==> src/rtl/audio_sel_pkg.sv <==
package audio_sel_pkg;
  localparam int unsigned NUM_CH = 6;

  typedef enum logic [2:0] {
    SRC_GRP1   = 3'd0,
    SRC_GRP2   = 3'd1,
    SRC_GRP3   = 3'd2,
    SRC_GRP4   = 3'd3,
    SRC_DIRECT = 3'd4
  } src_e;

  typedef enum logic [2:0] {
    RX_IDLE,
    RX_ADDR,
    RX_DATA,
    RX_ACK,
    RX_IGNORE
  } rx_state_e;

  localparam logic [3:0] HDR_SRC  = 4'b1100;
  localparam logic [3:0] HDR_MUTE = 4'b1111;
  localparam logic [2:0] MUTE_ALL = 3'b111;
  localparam logic [7:0] CMD_ENH_ON   = 8'hD0;
  localparam logic [7:0] CMD_ENH_OFF  = 8'hD1;
  localparam logic [7:0] CMD_GAIN_0DB = 8'h90;
  localparam logic [7:0] CMD_GAIN_6DB = 8'h91;
endpackage

==> src/rtl/sync_stage.sv <==
module sync_stage #(
  parameter int unsigned STAGES = 2,
  parameter logic        INIT   = 1'b1
) (
  input  logic clk_i,
  input  logic rst_ni,
  input  logic d_i,
  output logic q_o
);
  logic [STAGES-1:0] chain_q;

  always_ff @(posedge clk_i or negedge rst_ni) begin
    if (!rst_ni) chain_q <= {STAGES{INIT}};
    else         chain_q <= {chain_q[STAGES-2:0], d_i};
  end

  assign q_o = chain_q[STAGES-1];
endmodule

==> src/rtl/i2c_line_mon.sv <==
module i2c_line_mon #(
  parameter int unsigned SYNC_STAGES = 2
) (
  input  logic clk_i,
  input  logic rst_ni,
  input  logic scl_i,
  input  logic sda_i,
  output logic scl_o,
  output logic sda_o,
  output logic scl_rise_o,
  output logic scl_fall_o,
  output logic start_o,
  output logic stop_o
);
  logic [1:0] raw;
  logic [1:0] syn;
  logic       scl_q, sda_q;

  assign raw = {scl_i, sda_i};

  for (genvar g = 0; g < 2; g++) begin : g_sync
    sync_stage #(.STAGES(SYNC_STAGES), .INIT(1'b1)) u_sync (
      .clk_i (clk_i),
      .rst_ni(rst_ni),
      .d_i   (raw[g]),
      .q_o   (syn[g])
    );
  end

  assign scl_o = syn[1];
  assign sda_o = syn[0];

  always_ff @(posedge clk_i or negedge rst_ni) begin
    if (!rst_ni) begin
      scl_q <= 1'b1;
      sda_q <= 1'b1;
    end else begin
      scl_q <= scl_o;
      sda_q <= sda_o;
    end
  end

  assign scl_rise_o = scl_o & ~scl_q;
  assign scl_fall_o = ~scl_o & scl_q;
  assign start_o    = scl_o & scl_q & sda_q & ~sda_o;
  assign stop_o     = scl_o & scl_q & ~sda_q & sda_o;

  AST_START_STOP_EXCL: assert property (@(posedge clk_i) disable iff (!rst_ni)
    !(start_o && stop_o));
endmodule

==> src/rtl/i2c_cmd_rx.sv <==
module i2c_cmd_rx
  import audio_sel_pkg::*;
#(
  parameter logic [6:0]  DEV_ADDR       = 7'b1001010,
  parameter int unsigned LOCKOUT_CYCLES = 75_000_000
) (
  input  logic       clk_i,
  input  logic       rst_ni,
  input  logic       scl_i,
  input  logic       sda_i,
  input  logic       scl_rise_i,
  input  logic       scl_fall_i,
  input  logic       start_i,
  input  logic       stop_i,
  output logic       sda_pull_o,
  output logic       cmd_valid_o,
  output logic [7:0] cmd_byte_o
);
  localparam int unsigned LW = $clog2(LOCKOUT_CYCLES + 1);
  localparam logic [LW-1:0] LOCK_END = LW'(LOCKOUT_CYCLES);
  localparam logic [7:0] ADDR_WR = {DEV_ADDR, 1'b0};

  logic [LW-1:0] lock_cnt_q;
  logic          lock_active;
  rx_state_e     st_q;
  logic [3:0]    bit_cnt_q;
  logic [7:0]    shreg_q;
  logic          pull_q;

  always_ff @(posedge clk_i or negedge rst_ni) begin
    if (!rst_ni)                 lock_cnt_q <= '0;
    else if (lock_cnt_q != LOCK_END) lock_cnt_q <= lock_cnt_q + 1'b1;
  end

  assign lock_active = (lock_cnt_q != LOCK_END);

  always_ff @(posedge clk_i or negedge rst_ni) begin
    if (!rst_ni) begin
      st_q        <= RX_IDLE;
      bit_cnt_q   <= '0;
      shreg_q     <= '0;
      pull_q      <= 1'b0;
      cmd_valid_o <= 1'b0;
      cmd_byte_o  <= '0;
    end else begin
      cmd_valid_o <= 1'b0;
      if (lock_active || stop_i) begin
        st_q   <= RX_IDLE;
        pull_q <= 1'b0;
      end else if (start_i) begin
        st_q      <= RX_ADDR;
        bit_cnt_q <= '0;
        pull_q    <= 1'b0;
      end else begin
        unique case (st_q)
          RX_ADDR, RX_DATA: begin
            if (scl_rise_i && bit_cnt_q != 4'd8) begin
              shreg_q   <= {shreg_q[6:0], sda_i};
              bit_cnt_q <= bit_cnt_q + 4'd1;
            end else if (scl_fall_i && bit_cnt_q == 4'd8) begin
              if (st_q == RX_ADDR) begin
                if (shreg_q == ADDR_WR) begin
                  st_q   <= RX_ACK;
                  pull_q <= 1'b1;
                end else begin
                  st_q <= RX_IGNORE;
                end
              end else begin
                st_q        <= RX_ACK;
                pull_q      <= 1'b1;
                cmd_valid_o <= 1'b1;
                cmd_byte_o  <= shreg_q;
              end
            end
          end
          RX_ACK: begin
            if (scl_fall_i) begin
              pull_q    <= 1'b0;
              st_q      <= RX_DATA;
              bit_cnt_q <= '0;
            end
          end
          default: ;
        endcase
      end
    end
  end

  assign sda_pull_o = pull_q;

  AST_PULL_ON_LOW_SCL: assert property (@(posedge clk_i) disable iff (!rst_ni)
    $rose(pull_q) |-> !scl_i);
  AST_LOCK_QUIET: assert property (@(posedge clk_i) disable iff (!rst_ni)
    lock_active |-> (!pull_q && !cmd_valid_o));
  AST_ONE_CMD_PER_BYTE: assert property (@(posedge clk_i) disable iff (!rst_ni)
    cmd_valid_o |=> !cmd_valid_o);
  AST_STOP_NO_CMD: assert property (@(posedge clk_i) disable iff (!rst_ni)
    stop_i |=> !cmd_valid_o);
endmodule

==> src/rtl/audio_cmd_decode.sv <==
module audio_cmd_decode
  import audio_sel_pkg::*;
(
  input  logic              clk_i,
  input  logic              rst_ni,
  input  logic              cmd_valid_i,
  input  logic [7:0]        cmd_byte_i,
  output logic [2:0]        src_sel_o,
  output logic [NUM_CH-1:0] mute_o,
  output logic              enh_o,
  output logic              gain6_o
);
  src_e              src_q;
  logic [NUM_CH-1:0] mute_q;
  logic              enh_q, gain_q;
  logic [3:0]        hdr, low;
  logic [2:0]        ch_sel;
  logic              is_mute;

  assign hdr     = cmd_byte_i[7:4];
  assign low     = cmd_byte_i[3:0];
  assign ch_sel  = cmd_byte_i[3:1];
  assign is_mute = cmd_valid_i && (hdr == HDR_MUTE);

  always_ff @(posedge clk_i or negedge rst_ni) begin
    if (!rst_ni) begin
      src_q <= SRC_GRP1;
    end else if (cmd_valid_i && hdr == HDR_SRC) begin
      case (low)
        4'b1011: src_q <= SRC_GRP1;
        4'b1010: src_q <= SRC_GRP2;
        4'b1001: src_q <= SRC_GRP3;
        4'b1000: src_q <= SRC_GRP4;
        4'b0111: src_q <= SRC_DIRECT;
        default: ;
      endcase
    end
  end

  for (genvar c = 0; c < NUM_CH; c++) begin : g_mute
    always_ff @(posedge clk_i or negedge rst_ni) begin
      if (!rst_ni) mute_q[c] <= 1'b1;
      else if (is_mute && (ch_sel == 3'(c) || ch_sel == MUTE_ALL))
        mute_q[c] <= cmd_byte_i[0];
    end
  end

  always_ff @(posedge clk_i or negedge rst_ni) begin
    if (!rst_ni) begin
      enh_q  <= 1'b0;
      gain_q <= 1'b0;
    end else if (cmd_valid_i) begin
      case (cmd_byte_i)
        CMD_ENH_ON:   enh_q  <= 1'b1;
        CMD_ENH_OFF:  enh_q  <= 1'b0;
        CMD_GAIN_0DB: gain_q <= 1'b0;
        CMD_GAIN_6DB: gain_q <= 1'b1;
        default: ;
      endcase
    end
  end

  assign src_sel_o = src_q;
  assign mute_o    = mute_q;
  assign enh_o     = enh_q && (src_q != SRC_DIRECT);
  assign gain6_o   = gain_q;

  AST_IDLE_STABLE: assert property (@(posedge clk_i) disable iff (!rst_ni)
    !cmd_valid_i |=> $stable({src_q, mute_q, enh_q, gain_q}));
  AST_SRC_LEGAL: assert property (@(posedge clk_i) disable iff (!rst_ni)
    src_q <= SRC_DIRECT);
  AST_MUTE_SINGLE: assert property (@(posedge clk_i) disable iff (!rst_ni)
    (is_mute && ch_sel != MUTE_ALL) |=> $countones(mute_q ^ $past(mute_q)) <= 1);
endmodule

==> src/rtl/audio_sel_ctrl.sv <==
module audio_sel_ctrl
  import audio_sel_pkg::*;
#(
  parameter logic [6:0]  DEV_ADDR       = 7'b1001010,
  parameter int unsigned LOCKOUT_CYCLES = 75_000_000,
  parameter int unsigned SYNC_STAGES    = 2
) (
  input  logic       clk_i,
  input  logic       rst_ni,
  input  logic       scl_i,
  input  logic       sda_i,
  output logic       sda_pull_o,
  output logic [2:0] src_sel_o,
  output logic [5:0] mute_o,
  output logic       enh_o,
  output logic       gain6_o
);
  logic       scl_s, sda_s, scl_rise, scl_fall, start_p, stop_p;
  logic       cmd_valid;
  logic [7:0] cmd_byte;

  i2c_line_mon #(.SYNC_STAGES(SYNC_STAGES)) u_mon (
    .clk_i     (clk_i),
    .rst_ni    (rst_ni),
    .scl_i     (scl_i),
    .sda_i     (sda_i),
    .scl_o     (scl_s),
    .sda_o     (sda_s),
    .scl_rise_o(scl_rise),
    .scl_fall_o(scl_fall),
    .start_o   (start_p),
    .stop_o    (stop_p)
  );

  i2c_cmd_rx #(.DEV_ADDR(DEV_ADDR), .LOCKOUT_CYCLES(LOCKOUT_CYCLES)) u_rx (
    .clk_i      (clk_i),
    .rst_ni     (rst_ni),
    .scl_i      (scl_s),
    .sda_i      (sda_s),
    .scl_rise_i (scl_rise),
    .scl_fall_i (scl_fall),
    .start_i    (start_p),
    .stop_i     (stop_p),
    .sda_pull_o (sda_pull_o),
    .cmd_valid_o(cmd_valid),
    .cmd_byte_o (cmd_byte)
  );

  audio_cmd_decode u_dec (
    .clk_i      (clk_i),
    .rst_ni     (rst_ni),
    .cmd_valid_i(cmd_valid),
    .cmd_byte_i (cmd_byte),
    .src_sel_o  (src_sel_o),
    .mute_o     (mute_o),
    .enh_o      (enh_o),
    .gain6_o    (gain6_o)
  );
endmodule

==> config.mk <==
export PLATFORM = sky130hd
export DESIGN_NAME = audio_sel_ctrl
export DESIGN_NICKNAME = d
export VERILOG_FILES = /design/src/rtl/audio_sel_pkg.sv /design/src/rtl/sync_stage.sv /design/src/rtl/i2c_line_mon.sv /design/src/rtl/i2c_cmd_rx.sv /design/src/rtl/audio_cmd_decode.sv /design/src/rtl/audio_sel_ctrl.sv
export SDC_FILE = /design/constraint.sdc
export NUM_CORES = 1
export LEC_CHECK = 0
export BUFFER_PORTS_ARGS = -buffer_cell sky130_fd_sc_hd__buf_2
export CORE_ASPECT_RATIO = 0.5
export CORE_MARGIN = 10
export CORE_UTILIZATION = 50
export DETAILED_ROUTE_END_ITERATION = 8
export PLACE_DENSITY = 0.7
export SYNTH_ARGS = -nofsm -noshare
export SYNTH_HDL_FRONTEND = slang
export SYNTH_SLANG_ARGS = --single-unit
==> constraint.sdc <==
create_clock -name clk_i -period 3.54 [get_ports clk_i]
set_input_delay 0.708 -clock clk_i [delete_from_list [all_inputs] [get_ports clk_i]]
set_output_delay 0.708 -clock clk_i [all_outputs]
set_load 0.1 [all_outputs]
== Word level (Yosys, flattened, before mapping) ==
Index checks and enable logic that the tools add are counted.
Operators by class
  add/subtract/negate cells: 2
  reduce and logical (&&, ||, !) cells: 33
  eq/ne operators: 31
  multiplexer cells: 29
  bitwise logic cells: 15
Operators with widths (count)
  $eq A8 B8 Y1 const B: 5
  $eq A4 B4 Y1 const B: 7
  $add A27 B1 Y27 const B: 1
  $ne A27 B27 Y1 const B: 1
  $mux W3: 7
  $pmux W3 S5: 1
  $mux W1: 13
  $eq A3 B2 Y1 const B: 4
  $mux W4: 3
  $reduce_and A4 Y1: 3
  $logic_and A1 B1 Y1: 11
  $eq A3 B3 Y1 const B: 3
  $ne A4 B2 Y1 const B: 2
  $not A1 Y1: 8
  $pmux W4 S2: 1
  $and A1 B1 Y1: 7
  $logic_or A1 B1 Y1: 7
  $eq A3 B1 Y1 const B: 2
  $ne A3 B2 Y1 const B: 2
  $pmux W1 S2: 3
  $pmux W3 S2: 1
  $reduce_and A2 Y1: 3
  $reduce_and A6 Y1: 1
  $ne A5 B4 Y1 const B: 1
  other kinds (12): 13
Word-level totals
  flip-flop bits (word level): 69
  logic and storage cells: 130

== Depth between registers and ports, before layout ==
Gate-level depths: netlist (run 1).
  word-level depth: 8
  mapped depth: 7
  mapped depth without buffers: 6

== Modules after synthesis ==
Synthesis (run 1) repeated with hierarchy kept, for this count alone.
Second synthesis, totals
  cell total of the unflattened synthesis: 292
  area total of the unflattened synthesis: 3455.8 um2
Modules (own cells, without submodules)
  i2c_cmd_rx: sequential area each 1301.2 um2, instances 1, cells an instance 217, area an instance 2581.2 um2
  audio_cmd_decode: sequential area each 282.8 um2, instances 1, cells an instance 65, area an instance 684.4 um2
  sync_stage: sequential area each 52.6 um2, instances 2, cells an instance 2, area an instance 52.6 um2
  i2c_line_mon: sequential area each 52.6 um2, instances 1, cells an instance 6, area an instance 85.1 um2

== Worst setup path after synthesis (run 1) ==
No wires, ideal clock.
  kind: reg2out
  start: register u_dec.src_q[1] (netlist: u_dec.src_sel_o[1])
  end: output enh_o
  data arrival time: 3.241 ns
  stages on the path, launching flop included: 3
  slack: -0.409 ns
  cell sequence: dfrtp_1 -> nor2_1 -> a21boi_0
On the way
  longest elaborated chain between the ends: 2
Ends and longest elaborated chain
  start, declared: RTL line audio_cmd_decode.sv:13  | src_e src_q;
  start signal, assigned: RTL line audio_cmd_decode.sv:27  | src_q <= SRC_GRP1;
  start signal, assigned: RTL line audio_cmd_decode.sv:30  | 4'b1011: src_q <= SRC_GRP1;
  start signal, assigned: RTL line audio_cmd_decode.sv:31  | 4'b1010: src_q <= SRC_GRP2;
  $ne A3 B3 Y1: RTL line audio_cmd_decode.sv:65  | assign enh_o = enh_q && (src_q != SRC_DIRECT);
  $logic_and A1 B1 Y1: RTL line audio_cmd_decode.sv:65
  end, declared: RTL line audio_sel_ctrl.sv:15  | output logic enh_o,
No other way between the ends.

== Worst setup path in the final report (run 1) ==
  start: register u_rx.lock_cnt_q[0]
  end: register u_rx.cmd_byte_o[5]
On the way
  longest elaborated chain between the ends: 4
Ends and longest elaborated chain
  start, declared: RTL line i2c_cmd_rx.sv:23  | logic [LW-1:0] lock_cnt_q;
  start signal, assigned: RTL line i2c_cmd_rx.sv:32  | else if (lock_cnt_q != LOCK_END) lock_cnt_q <= lock_cnt_q + 1'b1;
  $ne A27 B27 Y1: RTL line i2c_cmd_rx.sv:35  | assign lock_active = (lock_cnt_q != LOCK_END);
  $logic_or A1 B1 Y1: RTL line i2c_cmd_rx.sv:47  | if (lock_active || stop_i) begin
  $not A1 Y1 (no line)
  $reduce_and A6 Y1 (no line)
  end signal, assigned: RTL line i2c_cmd_rx.sv:72  | cmd_byte_o <= shreg_q;
  end, declared: RTL line i2c_cmd_rx.sv:17  | output logic [7:0] cmd_byte_o
No other way between the ends.
A chain may end at the register's enable or synchronous reset.

==> flow_summary.json, run 1 <==
{
  "fin_util": 0.6054,
  "numCtsBuffers": 9,
  "syn_avg_cell_area_um2": 11.65,
  "max_slew.worst_pin.slew_ns": 0.8814,
  "cpPeakStageDelay_ns": 0.45,
  "setup-tns-final_ns": 0,
  "hp-start": "u_mon.g_sync[0].u_sync.chain_q[0]",
  "finalNonFillerCells": 394,
  "grt_pass1_vias": 2165,
  "syn_inst": 280,
  "ir_worst_vdd_mv": 0.2065,
  "cp_cell_sequence": "inv_1 > ha_1 > nor4b_1 > nand3_2 > nor3_4 > mux2_2",
  "crit_type": "flop to flop",
  "outcome": "finished clean",
  "slew_violations": 0,
  "cts_sinks": 69,
  "rsz0062_at_grt": "false",
  "synthArstFlopShare": 1.000,
  "fmax_mhz": 413.7,
  "crit_required_ns": 3.75,
  "cts_hold_buf": 0,
  "dp_slack_ns": 1.225,
  "htreeDepth": 3,
  "dieWidth_um": 134.2,
  "mappedNetlistNets": 288,
  "io_buffers": 15,
  "maxCapViolCount": 0,
  "crit_slowest_cell": "nor3_4",
  "period_minus_slack_ns": 2.417,
  "worstPathArrival_ns": 2.63,
  "finalCritPeriodShare": 0.6829,
  "finalSetupViolations": 0,
  "rr_startpoint": "u_rx.lock_cnt_q[0]",
  "post_cts_buffers": 0,
  "worst_slack_ns": 1.123,
  "crit_path_max_fanout": 10,
  "clock_skew_ns": 0.004703,
  "drtIter0Drc": 81,
  "place_inst": 378,
  "clkTransAtPathRegs_ns": 0.06,
  "vias": 2184,
  "cts_root_buffer": "clkbuf_16",
  "hold_viol_final": 0,
  "die-area_mm2": 0.01035,
  "overflow": 0,
  "power_density_mw_per_mm2": 477.7,
  "initial_core_util": 0.5258,
  "drtPass1Iterations": 5,
  "relSlewSlack": 0.4070,
  "p_leak_nw": 1.618,
  "vias_per_cell": 5.543,
  "die_h_um": 77.13,
  "cts_buffer_depth": 2,
  "nNetsFinal": 309,
  "rrSetupSlack_ns": 1.12,
  "synth_area_mm2": 0.003263,
  "ys_ff_latch": 69,
  "final_common_cell": "dfrtp_1",
  "synthFlopType": "dfrtp_1",
  "num_rows": 20,
  "ys_warn_count": 0,
  "grt_pass1_wl_mm": 10.49,
  "routed_wl_mm": 5.935,
  "design_area_mm2": 0.003757,
  "layout_common_cells": "dfrtp_1, mux2_2, xnor2_1",
  "critical_path.startpoint": "u_rx.lock_cnt_q[0]",
  "yosysUniqueCellTypes": 53,
  "drtAntennaViolNets": 0,
  "cts_tree": "done",
  "hold_path.class": "flop to flop",
  "finalWeightedCongestion": 0.7504,
  "antenna_found_initial": 0,
  "cp-start-kind": "flop",
  "num_io_pins": 16,
  "clkLatencyLatePin_ns": 0.33,
  "diodes": 0,
  "area_growth_pct": 15.15,
  "drc": 0,
  "dpl-instance-area_mm2": 0.003425,
  "drive_gt1_frac": 0.2549,
  "endpoint_kind": "flop",
  "grt_max_degree": 70,
  "ys_seq_area_frac": 0.5337,
  "ctsResizeCount": 0,
  "drt-wirelength-per-cell_um": 15.06,
  "place_hpwl_mm": 4.183,
  "core_mm2": 0.006206,
  "grt_usage": 0.1236,
  "synth_edf_count": 0
}
[cells by family (layout without fill, tap and decap cells)]
kind of cell | after synthesis | count (layout) | share of synthesized area
and+or+nand+nor | 107 | 107 | 0.2059
DFF | 69 | 69 | 0.5337
xor gates and xnor gates | 29 | 29 | 0.07784
AOI/OAI and AO/OA | 28 | 28 | 0.05599
muxes | 26 | 26 | 0.08896
buffers and inverters | 17 | 43 | 0.02224
adders and majority gates | 4 | 4 | 0.01534
[registers in the layout, summed over array words and instances, names as in the netlist]
signal / cells
u_dec.enh_q: 1
u_dec.gain6_o: 1
u_dec.mute_o: 6
u_dec.src_sel_o: 3
u_mon.g_sync.u_sync.chain_q: 4
u_mon.scl_q: 1
u_mon.sda_q: 1
u_rx.bit_cnt_q: 4
u_rx.cmd_byte_o: 8
u_rx.cmd_valid_o: 1
u_rx.lock_cnt_q: 27
u_rx.sda_pull_o: 1
u_rx.shreg_q: 8
u_rx.st_q: 3
[through the flow]
step	total power, mW	hold slack (ns)
2_1_floorplan	0.8168	0.3452
3_3_place_gp	0.8352	0.3457
3_5_place_dp	0.8366	0.3507
4_1_cts	1.817	0.3590
5_1_grt	1.864	0.3608
6_report	1.795	0.3566
[layout make-up]
| class | instances | area, um^2 |
|---|---|---|
| clock buffers | 10 | 239.0 |
| well taps | 88 | 110.1 |
| multi-input cells | 194 | 1449 |
| flip-flops and latches | 69 | 1742 |
| inverters | 11 | 41.29 |
| clock inverters | 6 | 93.84 |
| fillers | 517 | 2449 |
| repair buffers | 16 | 82.58 |
[worst paths after layout]
path | endpoint | cells after the start
worst max-delay path | u_rx.cmd_byte_o[5] | 6
worst min-delay path | u_mon.g_sync[0].u_sync.chain_q[1] | 0
worst max register to register | u_rx.cmd_byte_o[5] | 6
worst min register to register | u_mon.g_sync[0].u_sync.chain_q[1] | 0
max in group asynchronous | u_rx.lock_cnt_q[10] | 2
min in group asynchronous | u_dec.enh_q | 2
[cell usage after synthesis (4+ instances only)]
cell      instances  area [um^2]
a21oi_1           4        20.02
and2_1            4        25.02
clkbuf_1          4        15.01
dfrtp_1          57         1426
dfstp_2          12        315.3
ha_1              4        50.05
inv_1            11        41.29
mux2_2           24        270.3
nand2_1          15        56.30
nand3_1          19        95.09
nand4_1          10        62.56
nor2_1            9        33.78
nor3_1            8        40.04
o21ai_0          10        50.05
xnor2_1          24        210.2
xor2_1            5        43.79
[metal layers]
metal | track usage | wire [um]
met2 | 0.1910 | 2744
met5 | 0 | 0
met1 | 0.1509 | 2806
met3 | 0.05462 | 333
met4 | 0.03996 | 50
[power by group]
group	leakage [nW]	switching, mW	internal (mW)	total [mW]
Sequential	0.907	0.00331	0.796	0.799
Clock	0.159	0.333	0.640	0.973
Combinational	0.552	0.0179	0.00478	0.0227
Total	1.62	0.354	1.44	1.79
[critical path: cells and delay by family, from the launching register on]
family | cells | cell delay, ns
simple gates | 3 | 1.19
flops | 1 | 0.42
mux | 1 | 0.38
fa+ha+maj | 1 | 0.17
buf+inv | 1 | 0.13
(Power assumes the default switching activity.)
==> run 2, diff against run 1 <==
--- a/config.mk
+++ b/config.mk
@@ -5,12 +5,13 @@
 export SDC_FILE = /design/constraint.sdc
 export NUM_CORES = 1
 export LEC_CHECK = 0
+export ABC_AREA = 1
 export BUFFER_PORTS_ARGS = -buffer_cell sky130_fd_sc_hd__buf_2
 export CORE_ASPECT_RATIO = 0.5
 export CORE_MARGIN = 10
 export CORE_UTILIZATION = 50
 export DETAILED_ROUTE_END_ITERATION = 8
-export PLACE_DENSITY = 0.7
+export PLACE_DENSITY = 0.72
 export SYNTH_ARGS = -nofsm -noshare
 export SYNTH_HDL_FRONTEND = slang
 export SYNTH_SLANG_ARGS = --single-unit
==> constraint.sdc (replaced) <==
create_clock -name clk_i -period 2 [get_ports clk_i]
set_input_delay 0.4 -clock clk_i [delete_from_list [all_inputs] [get_ports clk_i]]
set_output_delay 0.4 -clock clk_i [all_outputs]
set_load 0.1 [all_outputs]
==> run 2 against run 1 <==
  * Clock skew rose by 0.0023 ns
  * Critical endpoint is now u_rx.shreg_q[5]
  * First-iteration DRC count rose to 3.4 times the previous value
  * Clock power rose by 72%
  * Critical path depth rose by 3
  * Sequential power rose by 76%
  * Combinational power rose by 130%
  * Power rose by 75%
  * Setup slack got worse by 0.96 ns
  * Synthesized cell count rose by 55%
  * Global-route usage rose by 1.2 points
  * Die area rose by 8.5%
  * Routed wire length rose by 18%
==> flow_summary.json, run 2 <==
{
  "rsz0062_at_grt": "false",
  "drive_gt1_frac": 0.1923,
  "reg_top3": "u_rx.lock_cnt_q x27, u_rx.cmd_byte_o x8, u_rx.shreg_q x8",
  "cp-start-kind": "flop",
  "largest-register": "u_rx.lock_cnt_q",
  "drtPass1Iterations": 4,
  "p_leak_nw": 2.036,
  "clkTransAtPathRegs_ns": 0.06,
  "ys_warn_count": 0,
  "p_sw_frac": 0.1989,
  "crit_path_max_fanout": 16,
  "slew_violations": 0,
  "ys_seq_area_frac": 0.4818,
  "die-area_mm2": 0.01124,
  "syn_avg_cell_area_um2": 8.329,
  "finalCritPeriodShare": 0.9174,
  "clock_skew_ns": 0.006995,
  "grt_pass1_vias": 2719,
  "cpPeakStageDelay_ns": 0.40,
  "grt_max_degree": 23,
  "synthFlopType": "dfrtp_1",
  "num_rows": 21,
  "rr_startpoint": "u_rx.lock_cnt_q[0]",
  "diodes": 0,
  "largest_reg_flops": 27,
  "ir_worst_vdd_mv": 0.4245,
  "drt-wirelength-per-cell_um": 12.49,
  "fmax_mhz": 545.0,
  "p_seq_frac": 0.451,
  "num-fill-cells": 592,
  "worstReg2RegEnd": "u_rx.shreg_q[5]",
  "antenna_found_initial": 0,
  "power.net_switching_mw": 0.6232,
  "cts_tree": "done",
  "hold_path.class": "input pin to async pin",
  "grt_pass1_wl_mm": 12.43,
  "mappedNetlistNets": 442,
  "cts_buffer_depth": 2,
  "finalSetupViolations": 0,
  "layout_common_cells": "nand2_1, inv_1, dfrtp_1",
  "area_growth_pct": 15.61,
  "grt_usage": 0.1353,
  "synth_largest_area_cell": "dfrtp_1",
  "ctsResizeCount": 0,
  "nNetsFinal": 471,
  "drc": 0,
  "vias": 2809,
  "final_common_cell": "nand2_1",
  "rrSetupSlack_ns": 0.17,
  "overflow": 0,
  "critPathTopFamily": "simple AND/OR/NAND/NOR gates",
  "synth_area_mm2": 0.003615,
  "endpoint_kind": "flop",
  "num_io_pins": 16,
  "dieWidth_um": 140.2,
  "cts_sinks": 69,
  "crit_required_ns": 2.22,
  "yosysMostFrequentCell": "nand2_1",
  "synthArstFlopShare": 1.000,
  "hold_viol_final": 0,
  "initial_core_util": 0.5271,
  "max_slew.worst_pin.slew_ns": 0.5346,
  "yosysUniqueCellTypes": 35,
  "clkLatencyLatePin_ns": 0.34,
  "vias_per_cell": 5.016,
  "crit_slowest_cell": "dfrtp_1",
  "core_mm2": 0.006858,
  "power_density_mw_per_mm2": 749.9,
  "worstPathArrival_ns": 2.05,
  "cts_root_buffer": "clkbuf_16",
  "place_hpwl_mm": 5.254,
  "period_minus_slack_ns": 1.835,
  "relSlewSlack": 0.6436,
  "p_clk_frac": 0.532,
  "p_int_mw": 2.511,
  "numCtsBuffers": 9,
  "cts_hold_buf": 0,
  "post_cts_buffers": 0,
  "outcome": "finished clean",
  "drtAntennaViolNets": 0,
  "routed_wl_mm": 6.996,
  "crit_type": "flop to flop",
  "finalWeightedCongestion": 0.8736,
  "ys_ff_latch": 69,
  "htreeDepth": 3,
  "drtIter0Drc": 276,
  "synth_commonest_cells": "nand2_1, dfrtp_1, inv_1, nor2_1, nand3_1",
  "holdWs_ns": 0.04065,
  "syn_inst": 434,
  "synth_area_leaders": "dfrtp_1, nand2_1, dfstp_2",
  "synth_edf_count": 0,
  "ff2ff_path_depth": 9,
  "cp_cell_sequence": "inv_1 > ha_1 > nand2_1 > nor2_1 > nand3_2 > nor2_8 > nand4_4 > nand2_1 > o21ai_2",
  "setup-tns-final_ns": 0,
  "die_h_um": 80.13,
  "maxCapViolCount": 0,
  "worst-path-buf-inv": 1,
  "combPwrFrac": 0.017,
  "io_buffers": 15,
  "synth_top_area_share": 0.3946,
  "crit_top_cell": "nand2_1"
}
==> run 2: worst max-delay path by stage <==
stage                        from              end  slack (ns)  depth (start not counted)
6_report       u_rx.lock_cnt_q[0]  u_rx.shreg_q[5]        0.17                          9
5_1_grt        u_rx.lock_cnt_q[0]  u_rx.shreg_q[0]        0.03                          9
4_1_cts        u_rx.lock_cnt_q[0]  u_rx.shreg_q[5]        0.16                          9
3_5_place_dp   u_rx.lock_cnt_q[0]  u_rx.shreg_q[5]        0.17                          9
3_3_place_gp   u_rx.lock_cnt_q[0]  u_rx.shreg_q[7]        0.23                          9
2_1_floorplan  u_dec.src_sel_o[2]            enh_o        0.11                          1
==> run 2: cell families after synthesis <==
group	share of synthesized area
xor gates and xnor gates	0.06300
DFF	0.4818
AOI/OAI and AO/OA	0.06092
adders and majority gates	0.01385
buffers and inverters	0.07407
muxes	0.003115
and+or+nand+nor	0.3032
==> run 2: power groups by stage <==
stage / Combinational [mW] / Sequential (mW) / Clock [mW]
floorplan: 0.0111 / 1.44 / 0
global placement: 0.0543 / 1.44 / 0
detailed placement: 0.0553 / 1.44 / 0
CTS: 0.0556 / 1.41 / 1.70
global route: 0.0617 / 1.41 / 1.78
finish: 0.0528 / 1.41 / 1.67
==> run 2: cell type report <==
type	count	area (um^2)	area share
Tap cell	92	115.1	0.02754
Inverter	67	256.5	0.06138
Clock inverter	6	87.58	0.02096
Clock buffer	10	229.0	0.05479
Sequential cell	69	1744	0.4174
Multi-Input combinational cell	297	1617	0.3868
Timing Repair Buffer	19	130.1	0.03114
==> run 2: metrics by stage <==
stage	total power [mW]	instances	area (um^2)	setup slack (ns)	util
2_1_floorplan	1.447	434	3628	0.1135	-
3_3_place_gp	1.490	544	3862	0.2309	0.5632
3_5_place_dp	1.492	544	3862	0.1714	0.5632
4_1_cts	3.173	560	4179	0.1559	0.6094
5_1_grt	3.257	560	4179	0.03117	0.6094
6_report	3.134	560	4179	0.1653	0.6094
==> run 2: metal layers <==
metal / vias to the layer above / part of all wire / GRT usage
met5: - / 0 / 0
met4: 0 / 0.012 / 0.03791
met3: 12 / 0.059 / 0.06283
met1: 1314 / 0.49 / 0.1667
met2: 39 / 0.44 / 0.2100
li1: 1444 / - / -
==> run 2: worst register-to-register path, stage by stage (launching register included) <==
cell and delay (ns):
dfrtp_1 0.40, inv_1 0.11, ha_1 0.19, nand2_1 0.06, nor2_1 0.12, nand3_2 0.14
nor2_8 0.20, nand4_4 0.27, nand2_1 0.17, o21ai_2 0.06
